## src/rtl/stack_exec_pkg.sv

```systemverilog
package stack_exec_pkg;

  typedef enum logic [1:0] {
    OP_LOAD  = 2'b00,
    OP_STORE = 2'b01,
    OP_ADD   = 2'b10,
    OP_SUB   = 2'b11
  } stackOp_e;

  // strobes from control to datapath
  typedef struct packed {
    logic loadTop;   // write returned memory word above current top
    logic dropTop;   // remove top entry
    logic combine;   // fold two top entries into one
    logic subtract;  // combine uses next-minus-top instead of sum
  } stackCtrl_t;

endpackage

```

## src/rtl/stack_exec_ctrl.sv

```systemverilog
module stack_exec_ctrl
  import stack_exec_pkg::*;
#(
  parameter int DEPTH = 8,
  parameter int CW    = $clog2(DEPTH + 1)
) (
  input  logic          clk,
  input  logic          rstN,
  input  logic          instrValid,
  input  logic [1:0]    instrOp,
  input  logic [CW-1:0] depthCount,
  output stackCtrl_t    ctrl,
  output logic          instrReady,
  output logic          busy,
  output logic          fault,
  output logic          memRdEn,
  output logic          memWrEn
);

  typedef enum logic {S_IDLE, S_FILL} state_e;

  state_e   state;
  stackOp_e opIn;
  logic     accept;
  logic     isFull, hasOne, hasTwo;
  logic     loadOk, storeOk, arithOk, badOp;

  assign opIn   = stackOp_e'(instrOp);
  assign accept = instrValid && (state == S_IDLE);
  assign isFull = (depthCount == CW'(DEPTH));
  assign hasOne = (depthCount != '0);
  assign hasTwo = (depthCount >= CW'(2));

  always_comb begin
    loadOk  = accept && (opIn == OP_LOAD) && !isFull;
    storeOk = accept && (opIn == OP_STORE) && hasOne;
    arithOk = accept && ((opIn == OP_ADD) || (opIn == OP_SUB)) && hasTwo;
    badOp   = accept && !(loadOk || storeOk || arithOk);
  end

  always_comb begin
    ctrl.loadTop  = (state == S_FILL);
    ctrl.dropTop  = storeOk;
    ctrl.combine  = arithOk;
    ctrl.subtract = (opIn == OP_SUB);
  end

  assign memRdEn    = loadOk;
  assign memWrEn    = storeOk;
  assign instrReady = (state == S_IDLE);
  assign busy       = (state == S_FILL);

  always_ff @(posedge clk or negedge rstN) begin
    if (!rstN) begin
      state <= S_IDLE;
      fault <= 1'b0;
    end else begin
      state <= loadOk ? S_FILL : S_IDLE;
      fault <= fault | badOp;
    end
  end

endmodule

```

## src/rtl/stack_exec_dp.sv

```systemverilog
module stack_exec_dp
  import stack_exec_pkg::*;
#(
  parameter int WIDTH = 32,
  parameter int DEPTH = 8,
  parameter int CW    = $clog2(DEPTH + 1)
) (
  input  logic             clk,
  input  logic             rstN,
  input  stackCtrl_t       ctrl,
  input  logic [WIDTH-1:0] memRdata,
  output logic [CW-1:0]    depthCount,
  output logic [WIDTH-1:0] topWord
);

  logic [WIDTH-1:0] stkMem [DEPTH];
  logic [WIDTH-1:0] nextWord;
  logic [WIDTH-1:0] result;
  logic [CW-1:0]    topIdx, nextIdx;

  assign topIdx  = depthCount - CW'(1);
  assign nextIdx = depthCount - CW'(2);

  always_comb begin
    topWord  = '0;
    nextWord = '0;
    for (int i = 0; i < DEPTH; i++) begin
      if (CW'(i) == topIdx)  topWord  = stkMem[i];
      if (CW'(i) == nextIdx) nextWord = stkMem[i];
    end
  end

  assign result = ctrl.subtract ? (nextWord - topWord) : (nextWord + topWord);

  always_ff @(posedge clk or negedge rstN) begin
    if (!rstN) begin
      for (int i = 0; i < DEPTH; i++) stkMem[i] <= '0;
    end else begin
      for (int i = 0; i < DEPTH; i++) begin
        if (ctrl.loadTop && (depthCount == CW'(i)))
          stkMem[i] <= memRdata;
        else if (ctrl.combine && (nextIdx == CW'(i)))
          stkMem[i] <= result;
      end
    end
  end

  always_ff @(posedge clk or negedge rstN) begin
    if (!rstN)
      depthCount <= '0;
    else if (ctrl.loadTop)
      depthCount <= depthCount + CW'(1);
    else if (ctrl.dropTop || ctrl.combine)
      depthCount <= depthCount - CW'(1);
  end

endmodule

```

## src/rtl/stack_exec_unit.sv

```systemverilog
module stack_exec_unit
  import stack_exec_pkg::*;
#(
  parameter int WIDTH  = 32,
  parameter int DEPTH  = 8,
  parameter int ADDR_W = 8
) (
  input  logic              clk,
  input  logic              rstN,
  input  logic              instrValid,
  output logic              instrReady,
  input  logic [1:0]        instrOp,
  input  logic [ADDR_W-1:0] instrAddr,
  output logic [ADDR_W-1:0] memAddr,
  output logic              memRdEn,
  input  logic [WIDTH-1:0]  memRdata,
  output logic              memWrEn,
  output logic [WIDTH-1:0]  memWdata,
  output logic              busy,
  output logic              fault
);

  localparam int CW = $clog2(DEPTH + 1);

  stackCtrl_t    ctrl;
  logic [CW-1:0] depthCount;

  stack_exec_ctrl #(.DEPTH(DEPTH), .CW(CW)) u_ctrl (
    .clk        (clk),
    .rstN       (rstN),
    .instrValid (instrValid),
    .instrOp    (instrOp),
    .depthCount (depthCount),
    .ctrl       (ctrl),
    .instrReady (instrReady),
    .busy       (busy),
    .fault      (fault),
    .memRdEn    (memRdEn),
    .memWrEn    (memWrEn)
  );

  stack_exec_dp #(.WIDTH(WIDTH), .DEPTH(DEPTH), .CW(CW)) u_dp (
    .clk        (clk),
    .rstN       (rstN),
    .ctrl       (ctrl),
    .memRdata   (memRdata),
    .depthCount (depthCount),
    .topWord    (memWdata)
  );

  assign memAddr = instrAddr;

endmodule

```

## config.mk

```make
export PLATFORM = sky130hd
export DESIGN_NAME = stack_exec_unit
export DESIGN_NICKNAME = d
export VERILOG_FILES = /design/src/rtl/stack_exec_pkg.sv /design/src/rtl/stack_exec_ctrl.sv /design/src/rtl/stack_exec_dp.sv /design/src/rtl/stack_exec_unit.sv
export SDC_FILE = /design/constraint.sdc
export NUM_CORES = 1
export LEC_CHECK = 0
export BUFFER_PORTS_ARGS = -buffer_cell sky130_fd_sc_hd__buf_4
export CORE_ASPECT_RATIO = 1.75
export CORE_MARGIN = 2
export CORE_UTILIZATION = 27
export DETAILED_ROUTE_END_ITERATION = 16
export MAX_ROUTING_LAYER = met4
export PLACE_DENSITY = 0.47
export SLEW_MARGIN = 15
export SYNTH_ARGS = -nofsm -noshare
export SYNTH_HDL_FRONTEND = slang
export SYNTH_SLANG_ARGS = --single-unit
```

## constraint.sdc

```tcl
create_clock -name clk -period 12 [get_ports clk]
set_clock_uncertainty 0.15 [all_clocks]
set_input_delay 0.6 -clock clk [delete_from_list [all_inputs] [get_ports clk]]
set_output_delay 0.6 -clock clk [all_outputs]
set_load 0.01 [all_outputs]
```

==> out/results.ini, run 1 <==
[floorplan]
dieArea_um2=66700
chipWidth_um=196
coreArea_um2=64000
start_util_pct=27.2
std_cell_rows=123
ioPinCount=90
die-height_um=340

[sta]
slew_headroom_pct=20.4
setup_viol_count_final=0
max_slew.worst_pin.slew_ns=1.19
layout_min_cycle_time_ns=8.18
number_of_endpoints_with_negative_hold_slack_in_the_final_report=0
rsz0062_at_grt=false
setup_ws_ns=3.82
timing_max_transition_violations_final=0
fin_tns_setup_ns=0
min_period_over_period_pct=68.2
fmax_ghz=0.122

[yosys]
synth_flop_cell=sky130_fd_sc_hd__dfrtp_1
mappedNetlistNets=2117
post-synth-top-area-cell=sky130_fd_sc_hd__dfrtp_1
synthDominantCellAreaShare_pct=37.6
ys_seq_elements=262
synth_cells=2031
synth_enable_flop_cells=0
synthesis.area_um2=17400
synthesis.yosys.warnings=0
synth_area_per_cell_um2=8.58
synth_top_cells_by_area=sky130_fd_sc_hd__dfrtp_1, sky130_fd_sc_hd__a22oi_1, sky130_fd_sc_hd__o21ai_0
synth_cell_type_count=82
yosysSeqAreaShare_pct=37.6
async_reset_ff_share_pct=100

[setup_path]
critical_path.n_buffers_inverters=1
critPathMostFrequentCell=sky130_fd_sc_hd__a21oi_1
worst_setup_path_end_kind=register
timing.critical_path.slowest_stage_cell=sky130_fd_sc_hd__nor3_2
worst_ep_arrival_time_ns=8.48
critPathKind=reg -> reg
cp_cell_sequence=ha_2, clkinv_1, nor3_2, a221o_1, o22ai_1, ha_1, nand2_1, nor2_1, and3_1, a21oi_1, xnor2_1, ha_1, a211oi_1, nor2_1, o41ai_1, a21oi_1, a22oi_1, o21ai_0, a21oi_1, o21bai_1, a21oi_1, xor2_1, o21ai_0
critPathRequiredTime_ns=12.30
largest_stage_delay_on_the_critical_path_ns=1.21
worst_path_dominant_cell_family=compound AO/OA/AOI/OAI gates
critPathMaxFanout=23
startpoint_type=register

[clocking]
worst_setup_hold_path_clk_slew_ns=0.07
insertion_delay_ns=0.62
tritoncts=yes
cts-resized-gates=0
cts_buffers=28
number_of_post_cts_setup_repair_buffers=0
cts_root_buffer=sky130_fd_sc_hd__clkbuf_16
cts_htree_levels=1
post_cts_hold_buffer_count=1
cts.path.max_buffers=3
clock_sink_count=262

[min_path]
min_path_type=in -> reg

[grt]
grt_util_all_layers_pct=27.7
first_global_vias=18300
number_of_antenna_violations_at_the_first_check_in_global_routing=1
grt_max_degree=71
grt_first_pass_wirelength_um=131000
global_route.overflow_total=0

[detailed_routing]
detail_route.drc_violations=0
wire_per_inst_um=32.8
detailedRoute.firstIterationViolations=2569
route.vias.total=18500
avgViaCountPerCell=6.59
wirelength_um=91800
detail_route.first_pass.iterations=7
antenna_violating_nets_post_route=0

[final_layout]
antenna_cells=0
final_core_util_pct=30.7
area_delta_synth_final_pct=12.8
final_cell_count_no_fill=2801
number_of_nets_at_the_end_of_the_flow=2056
drive_above_1_share_pct=11.7

[placed_design]
gp_routability_congestion=0.953
place_ws_ns=4.11
buffer_ports.inserted=73
detailed_place_hpwl_um=58300
placed_insts=2751

[run_status]
run_status=complete, no violations

[flow_run]
maxCapViolCount=0

[final timing paths]
check / startpoint / end / slack [ns] / depth (start not counted)
worst min register to register: u_ctrl.fault / u_ctrl.fault / 0.32 / 2
worst max-delay path: u_dp.depthCount[0] / u_dp.stkMem[29] / 3.82 / 23
max in group asynchronous: rstN / u_dp.stkMem[247] / 8.94 / 4
min in group asynchronous: rstN / u_dp.stkMem[242] / 0.40 / 2
worst max register to register: u_dp.depthCount[0] / u_dp.stkMem[29] / 3.82 / 23
worst min-delay path: instrOp[0] / u_ctrl.busy / 0.04 / 2
[synthesized netlist by cell type, types with 5 or more instances]
cell and number:
sky130_fd_sc_hd__nor3_1 44, sky130_fd_sc_hd__a32oi_1 8, sky130_fd_sc_hd__o21ai_0 255, sky130_fd_sc_hd__buf_1 10, sky130_fd_sc_hd__dfrtp_1 262, sky130_fd_sc_hd__a211oi_1 44
sky130_fd_sc_hd__clkbuf_1 145, sky130_fd_sc_hd__nand2b_1 9, sky130_fd_sc_hd__o21a_1 7, sky130_fd_sc_hd__o21bai_1 6, sky130_fd_sc_hd__and3_1 16, sky130_fd_sc_hd__buf_6 9
sky130_fd_sc_hd__nor2b_1 13, sky130_fd_sc_hd__nand4_1 5, sky130_fd_sc_hd__nand3b_1 7, sky130_fd_sc_hd__a21oi_1 135, sky130_fd_sc_hd__ha_1 40, sky130_fd_sc_hd__o2111ai_1 8
sky130_fd_sc_hd__a221oi_1 44, sky130_fd_sc_hd__buf_4 14, sky130_fd_sc_hd__a221o_1 51, sky130_fd_sc_hd__or3_1 8, sky130_fd_sc_hd__a41oi_1 5, sky130_fd_sc_hd__a31oi_1 20
sky130_fd_sc_hd__a22o_1 10, sky130_fd_sc_hd__o21ai_1 9, sky130_fd_sc_hd__o31ai_1 6, sky130_fd_sc_hd__clkbuf_2 25, sky130_fd_sc_hd__xor2_1 17, sky130_fd_sc_hd__and2_1 7
sky130_fd_sc_hd__a21o_1 16, sky130_fd_sc_hd__nand2_1 63, sky130_fd_sc_hd__a222oi_1 31, sky130_fd_sc_hd__xnor2_1 45, sky130_fd_sc_hd__o22ai_1 15, sky130_fd_sc_hd__inv_1 43
sky130_fd_sc_hd__a22oi_1 243, sky130_fd_sc_hd__nand3_1 51, sky130_fd_sc_hd__buf_2 20, sky130_fd_sc_hd__nor2_1 194
[cell usage in the layout (no fill, tap or decap), types with 9 or more instances in the layout]
cell,n
sky130_fd_sc_hd__a211oi_1,44
sky130_fd_sc_hd__a21o_1,16
sky130_fd_sc_hd__a21oi_1,131
sky130_fd_sc_hd__a221o_1,51
sky130_fd_sc_hd__a221oi_1,44
sky130_fd_sc_hd__a222oi_1,31
sky130_fd_sc_hd__a22o_1,10
sky130_fd_sc_hd__a22oi_1,243
sky130_fd_sc_hd__a31oi_1,16
sky130_fd_sc_hd__and3_1,14
sky130_fd_sc_hd__buf_4,130
sky130_fd_sc_hd__clkbuf_16,28
sky130_fd_sc_hd__clkbuf_8,10
sky130_fd_sc_hd__dfrtp_1,262
sky130_fd_sc_hd__ha_1,37
sky130_fd_sc_hd__inv_1,43
sky130_fd_sc_hd__nand2_1,61
sky130_fd_sc_hd__nand2b_1,9
sky130_fd_sc_hd__nand3_1,50
sky130_fd_sc_hd__nor2_1,185
sky130_fd_sc_hd__nor2b_1,12
sky130_fd_sc_hd__nor3_1,44
sky130_fd_sc_hd__o21ai_0,255
sky130_fd_sc_hd__o21ai_1,9
sky130_fd_sc_hd__o22ai_1,15
sky130_fd_sc_hd__xnor2_1,44
sky130_fd_sc_hd__xor2_1,17
[through the flow]
stage,area [um^2],hold slack [ns]
floorplan,17400,0.154
global placement,18700,0.306
detailed placement,18700,0.308
CTS,19700,0.0323
global route,19700,0.0529
finish,19700,0.0446
[per-layer routing]
| layer | vias to the layer above | global-route usage [%] | wire, um |
|---|---|---|---|
| li1 | 7653 | - | - |
| met1 | 9177 | 29.3 | 31700 |
| met2 | 1180 | 46.2 | 44400 |
| met3 | 462 | 3.91 | 6830 |
| met4 | 0 | 22.2 | 8860 |
| met5 | - | - | 0 |
[state kept, by name, indices dropped and copies added, names as in the netlist]
register / flops
u_dp.stkMem: 256
u_dp.depthCount: 4
u_ctrl.busy: 1
u_ctrl.fault: 1
[worst reg2reg max path, cell delays in order (launching register included)]
cell                       delay [ns]
sky130_fd_sc_hd__dfrtp_1         0.53
sky130_fd_sc_hd__ha_2            0.60
sky130_fd_sc_hd__clkinv_1        0.87
sky130_fd_sc_hd__nor3_2          1.23
sky130_fd_sc_hd__a221o_1         0.30
sky130_fd_sc_hd__o22ai_1         0.11
sky130_fd_sc_hd__ha_1            0.26
sky130_fd_sc_hd__nand2_1         0.08
sky130_fd_sc_hd__nor2_1          0.08
sky130_fd_sc_hd__and3_1          0.31
sky130_fd_sc_hd__a21oi_1         0.20
sky130_fd_sc_hd__xnor2_1         0.14
sky130_fd_sc_hd__ha_1            0.31
sky130_fd_sc_hd__a211oi_1        0.27
sky130_fd_sc_hd__nor2_1          0.11
sky130_fd_sc_hd__o41ai_1         0.45
sky130_fd_sc_hd__a21oi_1         0.15
sky130_fd_sc_hd__a22oi_1         0.38
sky130_fd_sc_hd__o21ai_0         0.17
sky130_fd_sc_hd__a21oi_1         0.30
sky130_fd_sc_hd__o21bai_1        0.10
sky130_fd_sc_hd__a21oi_1         0.18
sky130_fd_sc_hd__xor2_1          0.55
sky130_fd_sc_hd__o21ai_0         0.20
[area by class of cell]
class	instances	area, um^2
fill	6744	44400
sequential	262	6560
tap	812	1020
inverter	46	173
clock buffer	41	850
multi-input combinational	1500	9920
timing repair buffer	132	1000
clock inverter	8	155
[kinds of logic (layout without fill, tap and decap cells)]
logic type	Yosys count	count (layout)	synth area share, %
buffers and inverters	269	227	6.80
AO/OA/AOI/OAI	948	948	37.0
flip-flops	262	262	37.6
AND/OR/NAND/NOR	442	442	11.9
multiplexers	3	3	0.172
adder cells (fa/ha/maj)	41	41	2.99
XOR/XNOR	66	66	3.49
Power of run 1 is left out: the tool's default activity adds up to more than one toggle a clock period on the data nets, which glitch-free logic cannot reach.
==> run 2: changes to the inputs <==
PLACE_DENSITY = 0.48   (was 0.47)
clock period = 6.59 ns   (was 12 ns; I/O delays follow)
==> run 2 against run 1 <==
Register-to-register slack worse by 3.5 ns; sequential share of layout area shrank 1.9 points; via count up 2.1%; critical path depth grew 4; worst setup slack lost 3.5 ns; sequential cell count did not move; design area up 6.1%; count of clock-buffer cells in the layout fell by 3; first-iteration DRC count fell by 4.7%; non-clock buffer count increased by 120; critical endpoint is now u_dp.stkMem[127]; largest cell class unchanged.
==> out/results.ini, run 2 (same netlist as run 1, synthesis figures left out) <==
[placed_design]
buffer_ports.inserted=73
placed_insts=2832
gp_routability_congestion=0.938
detailed_place_hpwl_um=62200

[detailed_routing]
avgViaCountPerCell=6.45
route.vias.total=18900
antenna_violating_nets_post_route=0
detail_route.first_pass.iterations=12
detail_route.drc_violations=0
detailedRoute.firstIterationViolations=2448
wire_per_inst_um=32.0
wirelength_um=93500

[final_layout]
layout.cells.most_common=sky130_fd_sc_hd__dfrtp_1
most-common-layout-cells=sky130_fd_sc_hd__dfrtp_1, sky130_fd_sc_hd__o21ai_0, sky130_fd_sc_hd__a22oi_1
area_delta_synth_final_pct=19.8
number_of_nets_at_the_end_of_the_flow=2176
registers.top_by_ff_count=u_dp.stkMem
layout_top_registers=u_dp.stkMem: 256 flops, u_dp.depthCount: 4 flops
drive_above_1_share_pct=15.9
final_cell_count_no_fill=2921
number_of_flip_flops_in_the_largest_register=256

[flow_run]
maxCapViolCount=0

[grt]
global_route.overflow_total=0
first_global_vias=18400
grt_first_pass_wirelength_um=133000
grt_util_all_layers_pct=28.1
number_of_antenna_violations_at_the_first_check_in_global_routing=3
grt_max_degree=136

[setup_path]
largest_stage_delay_on_the_critical_path_ns=0.40
worst_r2r_endpoint=u_dp.stkMem[127]
worst_ep_arrival_time_ns=6.62
timing.critical_path.slowest_stage_cell=sky130_fd_sc_hd__dfrtp_1
critPathKind=reg -> reg
worst_setup_path_end_kind=register
critPathRequiredTime_ns=6.91
critPathMostFrequentCell=sky130_fd_sc_hd__buf_4
worst_r2r_path_depth=27
worst-r2r-setup-slack_ns=0.29
startpoint_type=register
critPathMaxFanout=10
worst_r2r_startpoint=u_dp.depthCount[1]

[clocking]
worst_setup_hold_path_clk_slew_ns=0.07
cts.path.max_buffers=3
tritoncts=yes
cts_root_buffer=sky130_fd_sc_hd__clkbuf_16
clock_sink_count=262
cts_buffers=28
insertion_delay_ns=0.61
cts_htree_levels=1

[sta]
rsz0062_at_grt=false
slew_headroom_pct=27.8
max_slew.worst_pin.slew_ns=1.08
layout_min_cycle_time_ns=6.30
timing_max_transition_violations_final=0
setup_viol_count_final=0
min_period_over_period_pct=95.5
number_of_endpoints_with_negative_hold_slack_in_the_final_report=0
fmax_ghz=0.159

[floorplan]
std_cell_rows=123
ioPinCount=90
start_util_pct=27.2
dieArea_um2=66700
chipWidth_um=196
coreArea_um2=64000
die-height_um=340

[min_path]
hold_path.startpoint=instrOp[1]
min_path_type=in -> reg
hold_path_depth=4
timing.hold.worst_endpoint=u_ctrl.fault

[run_status]
run_status=complete, no violations

==> run 2: cell count changes in the layout (fill, tap and decap cells not counted), moves of 3 or more <==
cell                            change
sky130_fd_sc_hd__buf_12            +10
sky130_fd_sc_hd__buf_4             +72
sky130_fd_sc_hd__buf_6              +3
sky130_fd_sc_hd__clkbuf_1           +3
sky130_fd_sc_hd__clkbuf_8           -7
sky130_fd_sc_hd__dlygate4sd3_1     +35
sky130_fd_sc_hd__o22ai_1            -3
sky130_fd_sc_hd__o22ai_2            +3
==> run 2: worst max-delay path, delay by kind of cell, from the launching register on <==
kind            cells  cell delay [ns]
simple gates        6             0.96
fa+ha+maj           2             0.59
compound gates     10             2.16
buf+inv             6             1.09
flops               1             0.40
xor+xnor            3             0.79
==> run 2: worst max path at each step <==
stage | slack (ns) | startpoint | end | depth (start not counted)
after floorplan | 0.73 | u_dp.depthCount[0] | u_dp.stkMem[120] | 28
after global placement | -0.33 | u_dp.depthCount[0] | u_dp.stkMem[61] | 26
after detailed placement | -0.30 | u_dp.depthCount[1] | u_dp.stkMem[61] | 27
after CTS | 0.03 | u_dp.depthCount[1] | u_dp.stkMem[158] | 26
after global routing | 0.01 | u_dp.depthCount[1] | u_dp.stkMem[61] | 27
final | 0.29 | u_dp.depthCount[1] | u_dp.stkMem[127] | 27
==> run 2: per-layer routing <==
metal | vias to the layer above | global-route usage (%) | routed length (um) | part of all wire [%]
li1 | 7891 | - | - | -
met1 | 9315 | 29.9 | 32600 | 35
met4 | 0 | 18.1 | 7250 | 7.7
met2 | 1242 | 49.1 | 47400 | 51
met5 | - | - | 0 | 0
met3 | 405 | 3.39 | 6260 | 6.7
==> run 2: metrics by stage <==
| step | util (%) | area, um^2 | hold WS (ns) | setup slack [ns] | setup TNS [ns] |
|---|---|---|---|---|---|
| 2_1_floorplan | - | 17400 | -0.116 | 0.728 | 0 |
| 6_report | 32.6 | 20900 | 0.231 | 0.294 | 0 |
| 3_3_place_gp | 30.3 | 19400 | 0.305 | -0.331 | -7.18 |
| 5_1_grt | 32.6 | 20900 | 0.252 | 0.0141 | 0 |
| 4_1_cts | 32.4 | 20700 | 0.210 | 0.0312 | 0 |
| 3_5_place_dp | 30.3 | 19400 | 0.319 | -0.303 | -6.03 |
==> run 2: final cells by class <==
type	instances	area, um^2
diodes	1	2.50
clock buffers	38	790
clock inverters	10	156
fillers	6693	43100
inverters	46	176
multi-input cells	1500	10100
flip-flops and latches	262	6560
well taps	812	1020
repair buffers	252	2130
==> run 2: timing repair <==
action	4_1_cts	5_1_grt
setup buffers	2	2
hold buffers	36	0
endpoints found under the hold margin	385	0
endpoints found under the setup margin	32	62
pin swaps	1	9
resized for setup	7	26
Power of run 2 is left out for the same reason.
